$ cat src/rtl/ccr_guard_pkg.sv
package ccr_guard_pkg;

   typedef enum logic [2:0] {
      EV_START  = 3'd0,
      EV_STOP   = 3'd1,
      EV_SLAVE  = 3'd2,
      EV_REGADR = 3'd3,
      EV_DATA   = 3'd4
   } ev_kind_e;

   typedef enum logic [2:0] {
      FR_IDLE,
      FR_SLAVE,
      FR_ADDR,
      FR_DATA,
      FR_SKIP
   } fr_state_e;

   localparam logic [7:0] SR_CLEAR = 8'h00;
   localparam logic [7:0] SR_ARM1  = 8'h02;
   localparam logic [7:0] SR_ARM2  = 8'h06;

endpackage

$ cat src/rtl/ccrg_frame.sv
module ccrg_frame
   import ccr_guard_pkg::*;
#(
   parameter int         CW       = 3,
   parameter logic [7:0] SLAVE_WR = 8'hDE
) (
   input  logic          clk,
   input  logic          rst_n,
   input  logic          ev_valid,
   input  logic [2:0]    ev_kind,
   input  logic [7:0]    ev_byte,
   input  logic [3:0]    ev_bits,
   output logic          data_go,
   output logic [CW-1:0] data_idx,
   output logic          data_over,
   output logic [7:0]    base,
   output logic          close_ok,
   output logic          close_abort,
   output logic          single,
   output logic [7:0]    last_byte
);

   fr_state_e     st;
   ev_kind_e      kind;
   logic          bad;
   logic          over;
   logic          any;
   logic [CW-1:0] cnt;
   logic          in_wr;

   assign kind  = ev_kind_e'(ev_kind);
   assign in_wr = (st == FR_ADDR) || (st == FR_DATA);

   assign data_go     = ev_valid && (kind == EV_DATA) && (st == FR_DATA)
                        && (ev_bits == 4'd8) && !bad;
   assign close_ok    = ev_valid && (kind == EV_STOP) && in_wr && !bad;
   assign close_abort = ev_valid && in_wr
                        && (((kind == EV_STOP) && bad) || (kind == EV_START));
   assign single      = any && !over && (cnt == CW'(1));
   assign data_idx    = cnt;
   assign data_over   = over;

   always_ff @(posedge clk or negedge rst_n) begin
      if (!rst_n) begin
         st        <= FR_IDLE;
         bad       <= 1'b0;
         over      <= 1'b0;
         any       <= 1'b0;
         cnt       <= '0;
         base      <= '0;
         last_byte <= '0;
      end else if (ev_valid) begin
         case (kind)
            EV_START: begin
               st   <= FR_SLAVE;
               bad  <= 1'b0;
               over <= 1'b0;
               any  <= 1'b0;
               cnt  <= '0;
            end
            EV_STOP: st <= FR_IDLE;
            EV_SLAVE: begin
               if (st == FR_SLAVE)
                  st <= (ev_byte == SLAVE_WR) ? FR_ADDR : FR_SKIP;
               else if (in_wr)
                  bad <= 1'b1;
            end
            EV_REGADR: begin
               if (st == FR_ADDR) begin
                  base <= ev_byte;
                  st   <= FR_DATA;
               end else if (st == FR_DATA) begin
                  bad <= 1'b1;
               end
            end
            EV_DATA: begin
               if (data_go) begin
                  cnt       <= cnt + 1'b1;
                  if (&cnt) over <= 1'b1;
                  last_byte <= ev_byte;
                  any       <= 1'b1;
               end else if (in_wr) begin
                  bad <= 1'b1;
               end
            end
            default: ;
         endcase
      end
   end

   // a frame never ends both cleanly and aborted
   p_close_unique_r8: assert property (@(posedge clk) disable iff (!rst_n)
      !(close_ok && close_abort));

endmodule

$ cat src/rtl/ccrg_burst.sv
module ccrg_burst #(
   parameter int BANK_SIZE  = 20,
   parameter int WRAP_BURST = 0,
   parameter int CW         = 3,
   parameter int AW         = 5
) (
   input  logic [7:0]    base,
   input  logic [CW-1:0] idx,
   input  logic          over,
   output logic          hit,
   output logic [AW-1:0] addr
);

   logic [8:0] sum;
   logic       in_win;

   // page index wraps naturally in CW bits; drop mode masks once it wrapped
   assign sum    = {1'b0, base} + 9'(idx);
   assign in_win = (WRAP_BURST != 0) ? 1'b1 : !over;
   assign hit    = in_win && (sum < 9'(BANK_SIZE));
   assign addr   = sum[AW-1:0];

endmodule

$ cat src/rtl/ccrg_timer.sv
module ccrg_timer #(
   parameter int NV_TICKS = 10,
   parameter int TW       = 4
) (
   input  logic clk,
   input  logic rst_n,
   input  logic start,
   input  logic tick,
   output logic busy,
   output logic done
);

   logic [TW-1:0] cnt;

   assign busy = (cnt != '0);
   assign done = busy && tick && (cnt == TW'(1));

   always_ff @(posedge clk or negedge rst_n) begin
      if (!rst_n)
         cnt <= '0;
      else if (start)
         cnt <= TW'(NV_TICKS);
      else if (busy && tick)
         cnt <= cnt - 1'b1;
   end

   // the countdown never exceeds its load value
   p_cnt_bound_r7: assert property (@(posedge clk) disable iff (!rst_n)
      cnt <= TW'(NV_TICKS));

   // the last tick ends the busy window
   p_done_ends_r7: assert property (@(posedge clk) disable iff (!rst_n)
      done && !start |=> !busy);

endmodule

$ cat src/rtl/ccr_write_guard.sv
module ccr_write_guard
   import ccr_guard_pkg::*;
#(
   parameter int         BANK_SIZE  = 20,
   parameter logic [7:0] SR_ADDR    = 8'h3F,
   parameter int         MAX_BURST  = 8,
   parameter int         WRAP_BURST = 0,
   parameter int         NV_TICKS   = 10,
   parameter logic [7:0] SLAVE_WR   = 8'hDE
) (
   input  logic                         clk,
   input  logic                         rst_n,
   input  logic                         ev_valid,
   input  logic [2:0]                   ev_kind,
   input  logic [7:0]                   ev_byte,
   input  logic [3:0]                   ev_bits,
   input  logic                         nv_tick,
   output logic                         wel,
   output logic                         rwel,
   output logic                         busy,
   output logic                         stg_we,
   output logic [$clog2(BANK_SIZE)-1:0] stg_addr,
   output logic [7:0]                   stg_data,
   output logic                         stg_commit,
   output logic                         stg_discard
);

   localparam int AW = $clog2(BANK_SIZE);
   localparam int CW = $clog2(MAX_BURST);
   localparam int TW = $clog2(NV_TICKS + 1);

   generate
      if (MAX_BURST < 2 || (MAX_BURST & (MAX_BURST - 1)) != 0) begin : g_bad_burst
         $error("MAX_BURST must be a power of two of at least 2");
      end
      if (BANK_SIZE < 2 || BANK_SIZE > 256) begin : g_bad_bank
         $error("BANK_SIZE must lie in 2..256");
      end
      if (int'(SR_ADDR) < BANK_SIZE) begin : g_bad_sr
         $error("SR_ADDR must lie outside the protected bank");
      end
      if (NV_TICKS < 1) begin : g_bad_ticks
         $error("NV_TICKS must be at least 1");
      end
   endgenerate

   logic          f_go, f_over, f_ok, f_abort, f_single;
   logic [CW-1:0] f_idx;
   logic [7:0]    f_base, f_last;
   logic          b_hit;
   logic [AW-1:0] b_addr;
   logic          t_start, t_done;
   logic          staged;
   logic          accept;
   logic          sr_write;

   ccrg_frame #(.CW(CW), .SLAVE_WR(SLAVE_WR)) u_frame (
      .clk(clk), .rst_n(rst_n),
      .ev_valid(ev_valid), .ev_kind(ev_kind), .ev_byte(ev_byte), .ev_bits(ev_bits),
      .data_go(f_go), .data_idx(f_idx), .data_over(f_over), .base(f_base),
      .close_ok(f_ok), .close_abort(f_abort), .single(f_single), .last_byte(f_last)
   );

   ccrg_burst #(.BANK_SIZE(BANK_SIZE), .WRAP_BURST(WRAP_BURST), .CW(CW), .AW(AW)) u_burst (
      .base(f_base), .idx(f_idx), .over(f_over), .hit(b_hit), .addr(b_addr)
   );

   ccrg_timer #(.NV_TICKS(NV_TICKS), .TW(TW)) u_timer (
      .clk(clk), .rst_n(rst_n), .start(t_start), .tick(nv_tick),
      .busy(busy), .done(t_done)
   );

   assign accept   = f_go && b_hit && rwel && !busy;
   assign t_start  = f_ok && staged;
   assign sr_write = f_ok && (f_base == SR_ADDR) && f_single;

   always_ff @(posedge clk or negedge rst_n) begin
      if (!rst_n) begin
         stg_we      <= 1'b0;
         stg_addr    <= '0;
         stg_data    <= '0;
         stg_commit  <= 1'b0;
         stg_discard <= 1'b0;
         staged      <= 1'b0;
      end else begin
         stg_we      <= accept;
         stg_commit  <= f_ok && staged;
         stg_discard <= f_abort && staged;
         if (accept) begin
            stg_addr <= b_addr;
            stg_data <= ev_byte;
         end
         if (f_ok || f_abort)
            staged <= 1'b0;
         else if (accept)
            staged <= 1'b1;
      end
   end

   always_ff @(posedge clk or negedge rst_n) begin
      if (!rst_n) begin
         wel  <= 1'b0;
         rwel <= 1'b0;
      end else begin
         if (t_done)
            rwel <= 1'b0;
         if (sr_write) begin
            case (f_last)
               SR_CLEAR: begin
                  wel  <= 1'b0;
                  rwel <= 1'b0;
               end
               SR_ARM1: wel <= 1'b1;
               SR_ARM2: begin
                  if (wel) rwel <= 1'b1;
               end
               default: ;
            endcase
         end
      end
   end

   // staging only while unlocked and idle
   p_stage_gated_r6: assert property (@(posedge clk) disable iff (!rst_n)
      stg_we |-> rwel && !busy);

   // second latch never stands alone
   p_rwel_needs_wel_r3: assert property (@(posedge clk) disable iff (!rst_n)
      rwel |-> wel);

   // busy starts only together with a commit
   p_busy_from_commit_r7: assert property (@(posedge clk) disable iff (!rst_n)
      $rose(busy) |-> stg_commit);

   // end of programming drops the second latch
   p_rwel_drop_r7: assert property (@(posedge clk) disable iff (!rst_n)
      $fell(busy) |-> !rwel);

   // one outcome per frame
   p_one_outcome_r8: assert property (@(posedge clk) disable iff (!rst_n)
      !(stg_commit && stg_discard));

   // staged addresses stay inside the bank
   p_addr_in_bank_r5: assert property (@(posedge clk) disable iff (!rst_n)
      stg_we |-> int'(stg_addr) < BANK_SIZE);

endmodule

$ cat config.mk
export PLATFORM = sky130hd
export DESIGN_NAME = ccr_write_guard
export DESIGN_NICKNAME = d
export VERILOG_FILES = /design/src/rtl/ccr_guard_pkg.sv /design/src/rtl/ccrg_frame.sv /design/src/rtl/ccrg_burst.sv /design/src/rtl/ccrg_timer.sv /design/src/rtl/ccr_write_guard.sv
export SDC_FILE = /design/constraint.sdc
export NUM_CORES = 1
export LEC_CHECK = 0
export BUFFER_PORTS_ARGS = -buffer_cell sky130_fd_sc_hd__buf_4
export CAP_MARGIN = 15
export CORE_ASPECT_RATIO = 0.7
export CORE_MARGIN = 10
export CORE_UTILIZATION = 55
export DETAILED_ROUTE_END_ITERATION = 10
export PLACE_DENSITY = 0.84
export SYNTH_ARGS = -nofsm -noshare
export SYNTH_HDL_FRONTEND = slang
export SYNTH_SLANG_ARGS = --single-unit
$ cat constraint.sdc
create_clock -name clk -period 3 [get_ports clk]
set_input_delay 0.3 -clock clk [delete_from_list [all_inputs] [get_ports clk]]
set_output_delay 0.3 -clock clk [all_outputs]
set_load 0.03 [all_outputs]
# Yosys cells after proc, flatten, opt, wreduce, memory -nomap -nowiden
# Cells that the tools add are included.
[totals]
ff_bits = 48
in_bits = 19
[op_classes]
add_sub_neg = 3
magnitude_cmp = 1
eq_ne = 22
n_mux = 26
reduce_logical = 45
[ops]
columns = ["operator", "n"]
rows = [
  ["logical AND 1 bit", 22],
  ["two-way mux 1 bit", 13],
  ["== test 3 x 2 -> 1 bit (second input constant)", 4],
  ["two-way mux 3 bit", 4],
  ["case mux 3 bit (4 select lines)", 1],
  ["AND reduction 3 bit", 4],
  ["nonzero test 4 bit", 3],
  ["inequality test 2 bit (second input constant)", 5],
  ["adder 8 x 3 -> 9 bit", 1],
  ["== test 3 x 1 -> 1 bit (second input constant)", 3],
  ["< comparator 9 x 5 -> 1 bit (second input constant)", 1],
  ["== test 8 x 2 -> 1 bit (second input constant)", 1],
  ["== test 8 x 3 -> 1 bit (second input constant)", 1],
  ["== test 8 x 6 -> 1 bit (second input constant)", 1],
  ["== test 8 bit (second input constant)", 1],
  ["logical NOT 8 bit", 1],
  ["two-way mux 4 bit", 2],
  ["case mux 1 bit (2 select lines)", 4],
  ["AND reduction 4 bit", 2],
  ["nonzero test 2 bit", 4],
  ["inequality test 2 x 1 -> 1 bit (second input constant)", 3],
  ["case mux 3 bit (2 select lines)", 1],
  ["AND reduction 6 bit", 1],
  ["== test 4 x 1 -> 1 bit (second input constant)", 1],
  ["other kinds (9)", 13],
]

# Logic depth before layout (Yosys ltp)
[logic_depth]
ltp_word = 10
depth_mapped = 8

# By module
# Synthesis repeated with hierarchy kept, for this count alone.
[unflattened]
cells_unflattened = 235
hier_area_um2 = 2497.4
[modules_own_cells]
columns = ["module", "n_inst", "cells_per_inst", "area_per_inst_um2", "seq_area_each_um2"]
rows = [
  ["ccrg_frame", 1, 106, 1282.5, 625.6],
  ["ccr_write_guard", 1, 77, 763.2, 475.5],
  ["ccrg_timer", 1, 27, 256.5, 100.1],
  ["ccrg_burst", 1, 25, 195.2, 0.0],
]

# Worst setup path after synthesis
# No wires, ideal clock.
[synth_timing]
path_kind = "reg2reg"
startpoint = "register u_frame.cnt[0], in the netlist u_frame.data_idx[0]"
endpoint = "register stg_addr[1]"
setup_ns = 0.125
arrival_time_ns = 2.398
required_time_ns = 2.875
path_slack_ns = 0.477
stages_incl_launch_ff = 9
path_buffers = 1
cell_sequence = "dfrtp_1 > ha_1 > fa_1 > a21oi_1 > nor3_1 > a2111oi_4 > o2111ai_4 > buf_6 > mux2_4"
[synth_between]
elab_chain_cells = 6
[synth_rtl]
columns = ["item", "line_no", "rtl"]
rows = [
  ["start, declared", "ccrg_frame.sv:28", "logic [CW-1:0] cnt;"],
  ["start signal, assigned", "ccrg_frame.sv:78", "cnt <= cnt + 1'b1;"],
  ["adder 8 x 3 -> 9 bit (*)", "ccrg_burst.sv:18", "assign sum = {1'b0, base} + 9'(idx);"],
  ["< comparator 9 x 5 -> 1 bit", "ccrg_burst.sv:20", "assign hit = in_win && (sum < 9'(BANK_SIZE));"],
  ["logical AND 1 bit", "ccrg_burst.sv:20", ""],
  ["logical AND 1 bit (3 in series)", "ccr_write_guard.sv:73", "assign accept = f_go && b_hit && rwel && !busy;"],
  ["end signal, assigned", "ccr_write_guard.sv:90", "stg_addr <= b_addr;"],
  ["end, declared", "ccr_write_guard.sv:22", "output logic [$clog2(BANK_SIZE)-1:0] stg_addr,"],
]
# Mark *: on every way between the ends. The rest lies on a longest branch, timed or not.
# A chain may end at the register's enable or synchronous reset.

# Worst setup path after layout
[layout_timing]
startpoint = "register u_frame.cnt[0], in the netlist u_frame.data_idx[0]"
endpoint = "register stg_data[7]"
[layout_between]
elab_chain_cells = 6
[layout_rtl]
columns = ["item", "line_no", "rtl"]
rows = [
  ["adder 8 x 3 -> 9 bit", "ccrg_burst.sv:18", ""],
  ["< comparator 9 x 5 -> 1 bit", "ccrg_burst.sv:20", ""],
  ["logical AND 1 bit", "ccrg_burst.sv:20", ""],
  ["logical AND 1 bit (3 in series)", "ccr_write_guard.sv:73", ""],
  ["end signal, assigned", "ccr_write_guard.sv:91", "stg_data <= ev_byte;"],
  ["end, declared", "ccr_write_guard.sv:23", "output logic [7:0] stg_data,"],
]
# Every way passes these cells.

==> results.txt <==
The first-pass iteration count of the detailed router came out at 4. The largest net degree at the start of global routing came out at 49. Once placement completed, the tool counted placed cells totaling 301. The number of top-level pins came out at 38. The slew at the pin with the worst max-slew slack came out at 600.3 ps.

The signal on the critical path passes through ha_1 -> fa_1 -> a21oi_1 -> nor3_1 -> a2111oi_4 -> o2111ai_4 -> buf_12 -> mux2_4. After floorplanning, the core was sized to cover 0.004379 mm². For this block, the initial DRC count from the detailed router was 160. The startpoint identified for the worst register-to-register timing path is u_frame.data_idx[0].

The TritonCTS sink count is 48. Sequential cells were found to cover 47.81% of the synthesized design area. After detailed routing, the number of vias per cell comes to approximately 5.7. The post-detailed-routing wire length is 5354 µm. The width of the die is 100.8 µm.

The relative contribution of combinational cells to total power came out at between 10% and 20%. The maximum root-to-sink buffer count is 2. The remaining design rule violation count came out at 0.

The cell sitting at the root of the clock tree is a clkbuf_8. In this run, the clock network consumes 30.8% of the power. The stage delay of the slowest cell on the critical path is 480 ps. The worst clock skew came out at 3.053 ps. The path type of the worst min-delay path is input pin to asynchronous set/reset pin. The data arrival time of the worst path is 2890 ps. STA classifies the critical path endpoint as a register. In the final routed layout, each cell accounts on average for 17.27 µm.

The achievable frequency came out at 0.3702 GHz. The highest net fanout along the worst path is 15. In this run, synthesis produced a sequential element count of 48. Summing all non-filler instances in the final layout gives an area of just under 0.003 mm². The number of core rows is 20.

The post-synthesis mux area share is 16.53%. For the finished layout, the period the worst path requires is 2701 ps. The biggest area contributor in the post-synthesis netlist is dfrtp_1. The total routing usage reported by global routing came out at 14.62%. The post-synthesis area per instance came out at 11.80 µm².

The residual overflow from global routing is 0. The growth of design area from synthesis to finish came out at 18.18%. The summed instance area of the synthesized netlist is 0.002512 mm².

The required time of the worst setup path is 3190 ps. The unique cell type count in the Yosys netlist came out at 51. The fraction of synthesized cell area in xor and xnor cells came out at 2.440%.

The antenna diode count came out at 0. The synthesized design devotes to its leading area cell type 47.81% of total area. The number of endpoints failing setup at the final stage is 0.

The share of final-layout standard cells stronger than drive strength 1 came out at 36.08%. The checks that failed: hold timing. The power per unit of standard cell area is 511.2 mW/mm². Setup repair after global routing left no endpoint under its margin. Measured against its own limit, the worst slew margin works out to roughly three fifths.

Clock-pin slew was measured on the worst setup and hold paths at 90 ps. The total count of max-transition violations in the final report is 0. Among all flip-flop cells after synthesis, the most frequent one is dfrtp_1. The number of nets with antenna violations after detailed routing came out at 0.

The die covers 0.007714 mm². The filler cell count in the final layout came out at 317. The max-cap check violation count came out at 0. The initial antenna violation count is 0. The net switching share of the total power came out at 28.47%. The number of global-route vias before repair came out at around 1900. By area, the combinational part of the netlist is dominated by multiplexers. The final standard cell count with taps included and fillers excluded came out at 310. The wire length of the first global-routing pass is 9377 µm.

After clock tree synthesis, the repair step resized 0 gates. After technology mapping, the gate count stands at about 210. Yosys mapped a number of flops with a built-in enable equal to 0. The endpoint of the lowest-slack register-to-register path is stg_data[7]. The count of cells along the worst register-to-register path came out at 8.

Cell internal power was estimated by the tool at 1.086 mW. The final weighted congestion in routability-driven placement came out at a little under 0.9. STA classifies the critical path startpoint as a register. Clock tree synthesis inserted a total of 5 buffers.

The count of endpoints failing hold in the final timing report was 1. The effective utilization at floorplan is between 50% and 60%. The die is 76.55 µm tall. The total buffers and inverters traversed by the critical path is 1.

The layout net count came out at 283. The synthesized netlist devotes under 10% of its cell area to compound gates. The half-perimeter wire length after detailed placement is just over 4000 µm.

The count of buffers inserted at the top-level ports is 37. The CTS H-tree depth came out at 2. The post-placement cell area is ~0.0028 mm². Yosys attributes the largest share of cell area to dfrtp_1 (48%), mux2_2 (11%), ha_1 (4.5%), mux2_4 (4.2%), inv_1 (2.1%). VDD sags by at most 0.0003796 V.

Once layout is complete, the utilization of the core stands at 67.80%. For this run, asynchronously set or reset flops after synthesis account for between 90% and 100%. The final critical-path share of the clock period came out at 90.04%. The count of yosys warnings during synthesis is 0. The startpoint-to-endpoint class of the critical path is register to register.

Broken down by cell family, the worst path's largest delay share belongs to compound AO/OA/AOI/OAI gates. After Yosys synthesis, and, or, nand and nor cells account for 15.14% of the synthesized area. The worst-case hold slack is -0.5858 ps. The clock latency reported for the late side of the worst-skew pair came out at around 300 ps. The run finished, with violations left. The setup total negative slack is 0 ps. On the critical path, the stage with the largest delay is an instance of fa_1. The proportion of power drawn by flip-flops and latches is 51.0%. In this run the power spent charging and discharging nets is ~0.43 mW. The adder-cell share of the synthesized area is about 5.3%. TritonCTS built the clock tree. The setup check on the worst reg-to-reg path leaves a slack of around 300 ps.

The leakage power figure came out at 1.489 nW. When the netlist entered floorplanning its net count stood at 242. The detailed-route via count is 1761.
-- cells in the final DEF (no fill, tap or decap), drive strengths merged, types with 5 or more instances in the layout --
| master | count |
|---|---|
| nand2 | 14 |
| nand2b | 5 |
| nor2 | 10 |
| clkbuf | 5 |
| dfrtp | 48 |
| ha | 9 |
| mux2 | 31 |
| nand3 | 6 |
| o21ai | 10 |
| buf | 40 |
| a21oi | 7 |
| inv | 15 |
-- synth_stat cells, types with 2 or more instances --
cell type  number
nand4b_1        2
nor2_1         10
and4b_1         2
mux2_2         24
nand3_1         6
nand2_1        14
buf_2           2
xor2_1          3
mux2_4          7
mux2i_1         4
xnor2_1         4
clkbuf_1        2
ha_1            9
o21ai_0         9
dfrtp_1        48
nor2b_1         3
inv_1          14
nand2b_1        5
nor4b_1         2
nor3_1          4
nand4_1         3
a21oi_1         7
-- worst max-delay path by stage --
stage                        start          end  slack (ps)  cells after the start
2_1_floorplan  u_frame.data_idx[0]  stg_addr[1]         480                      8
3_3_place_gp   u_frame.data_idx[0]  stg_data[7]         300                      7
3_5_place_dp   u_frame.data_idx[0]  stg_data[1]         170                      7
4_1_cts        u_frame.data_idx[0]  stg_data[7]         140                      7
5_1_grt        u_frame.data_idx[0]  stg_data[7]         160                      8
6_report       u_frame.data_idx[0]  stg_data[7]         300                      8
-- per-layer routing --
layer,up-vias,GRT usage (%),wire (µm)
li1,838,-,-
met1,881,20.44,2607
met2,40,21.72,2420
met3,2,4.620,306
met4,0,2.254,19
met5,-,0,0
-- registers in the layout, indices dropped and copies added (netlist names), 3 cells and up --
register           flops
stg_data               8
u_frame.base           8
u_frame.last_byte      8
stg_addr               5
u_timer.cnt            4
u_frame.data_idx       3
u_frame.st             3
-- cells by family after synthesis --
group | count (synthesis)
buf+inv | 21
xor+xnor | 7
flops | 48
fa+ha+maj | 10
compound gates | 30
simple gates | 62
mux | 35
-- through the flow --
step                power [mW]  hold slack, ps  setup WS, ps
finish                   1.518         -0.5858         298.8
floorplan               0.9666           4.409         477.1
global placement         1.048           345.4         297.6
global route             1.601           30.77         158.1
detailed placement       1.061           349.0         165.6
CTS                      1.529           16.83         144.1
-- final cells by class --
type / count / area [µm²] / share of cell area, %
multi-input cells: 144 / 1219 / 41.05
flip-flops and latches: 48 / 1201 / 40.46
repair buffers: 40 / 312.8 / 10.54
clock buffers: 5 / 68.82 / 2.318
well taps: 55 / 68.82 / 2.318
inverters: 15 / 56.30 / 1.896
clock inverters: 3 / 42.54 / 1.433
-- repair_timing --
action | 4_1_cts | 5_1_grt
buffers inserted | 0 | 1
endpoints found under the hold margin | 0 | 0
setup endpoints to repair | 0 | 12
hold buffers | 0 | 0
-- power by group through the flow --
| stage | logic, mW | registers [mW] | clock network, mW |
|---|---|---|---|
| 6_report | 0.277 | 0.773 | 0.467 |
| 5_1_grt | 0.313 | 0.783 | 0.505 |
| 4_1_cts | 0.279 | 0.772 | 0.478 |
| 3_5_place_dp | 0.276 | 0.785 | 0 |
| 3_3_place_gp | 0.267 | 0.781 | 0 |
| 2_1_floorplan | 0.206 | 0.760 | 0 |
(Power assumes the default switching activity.)
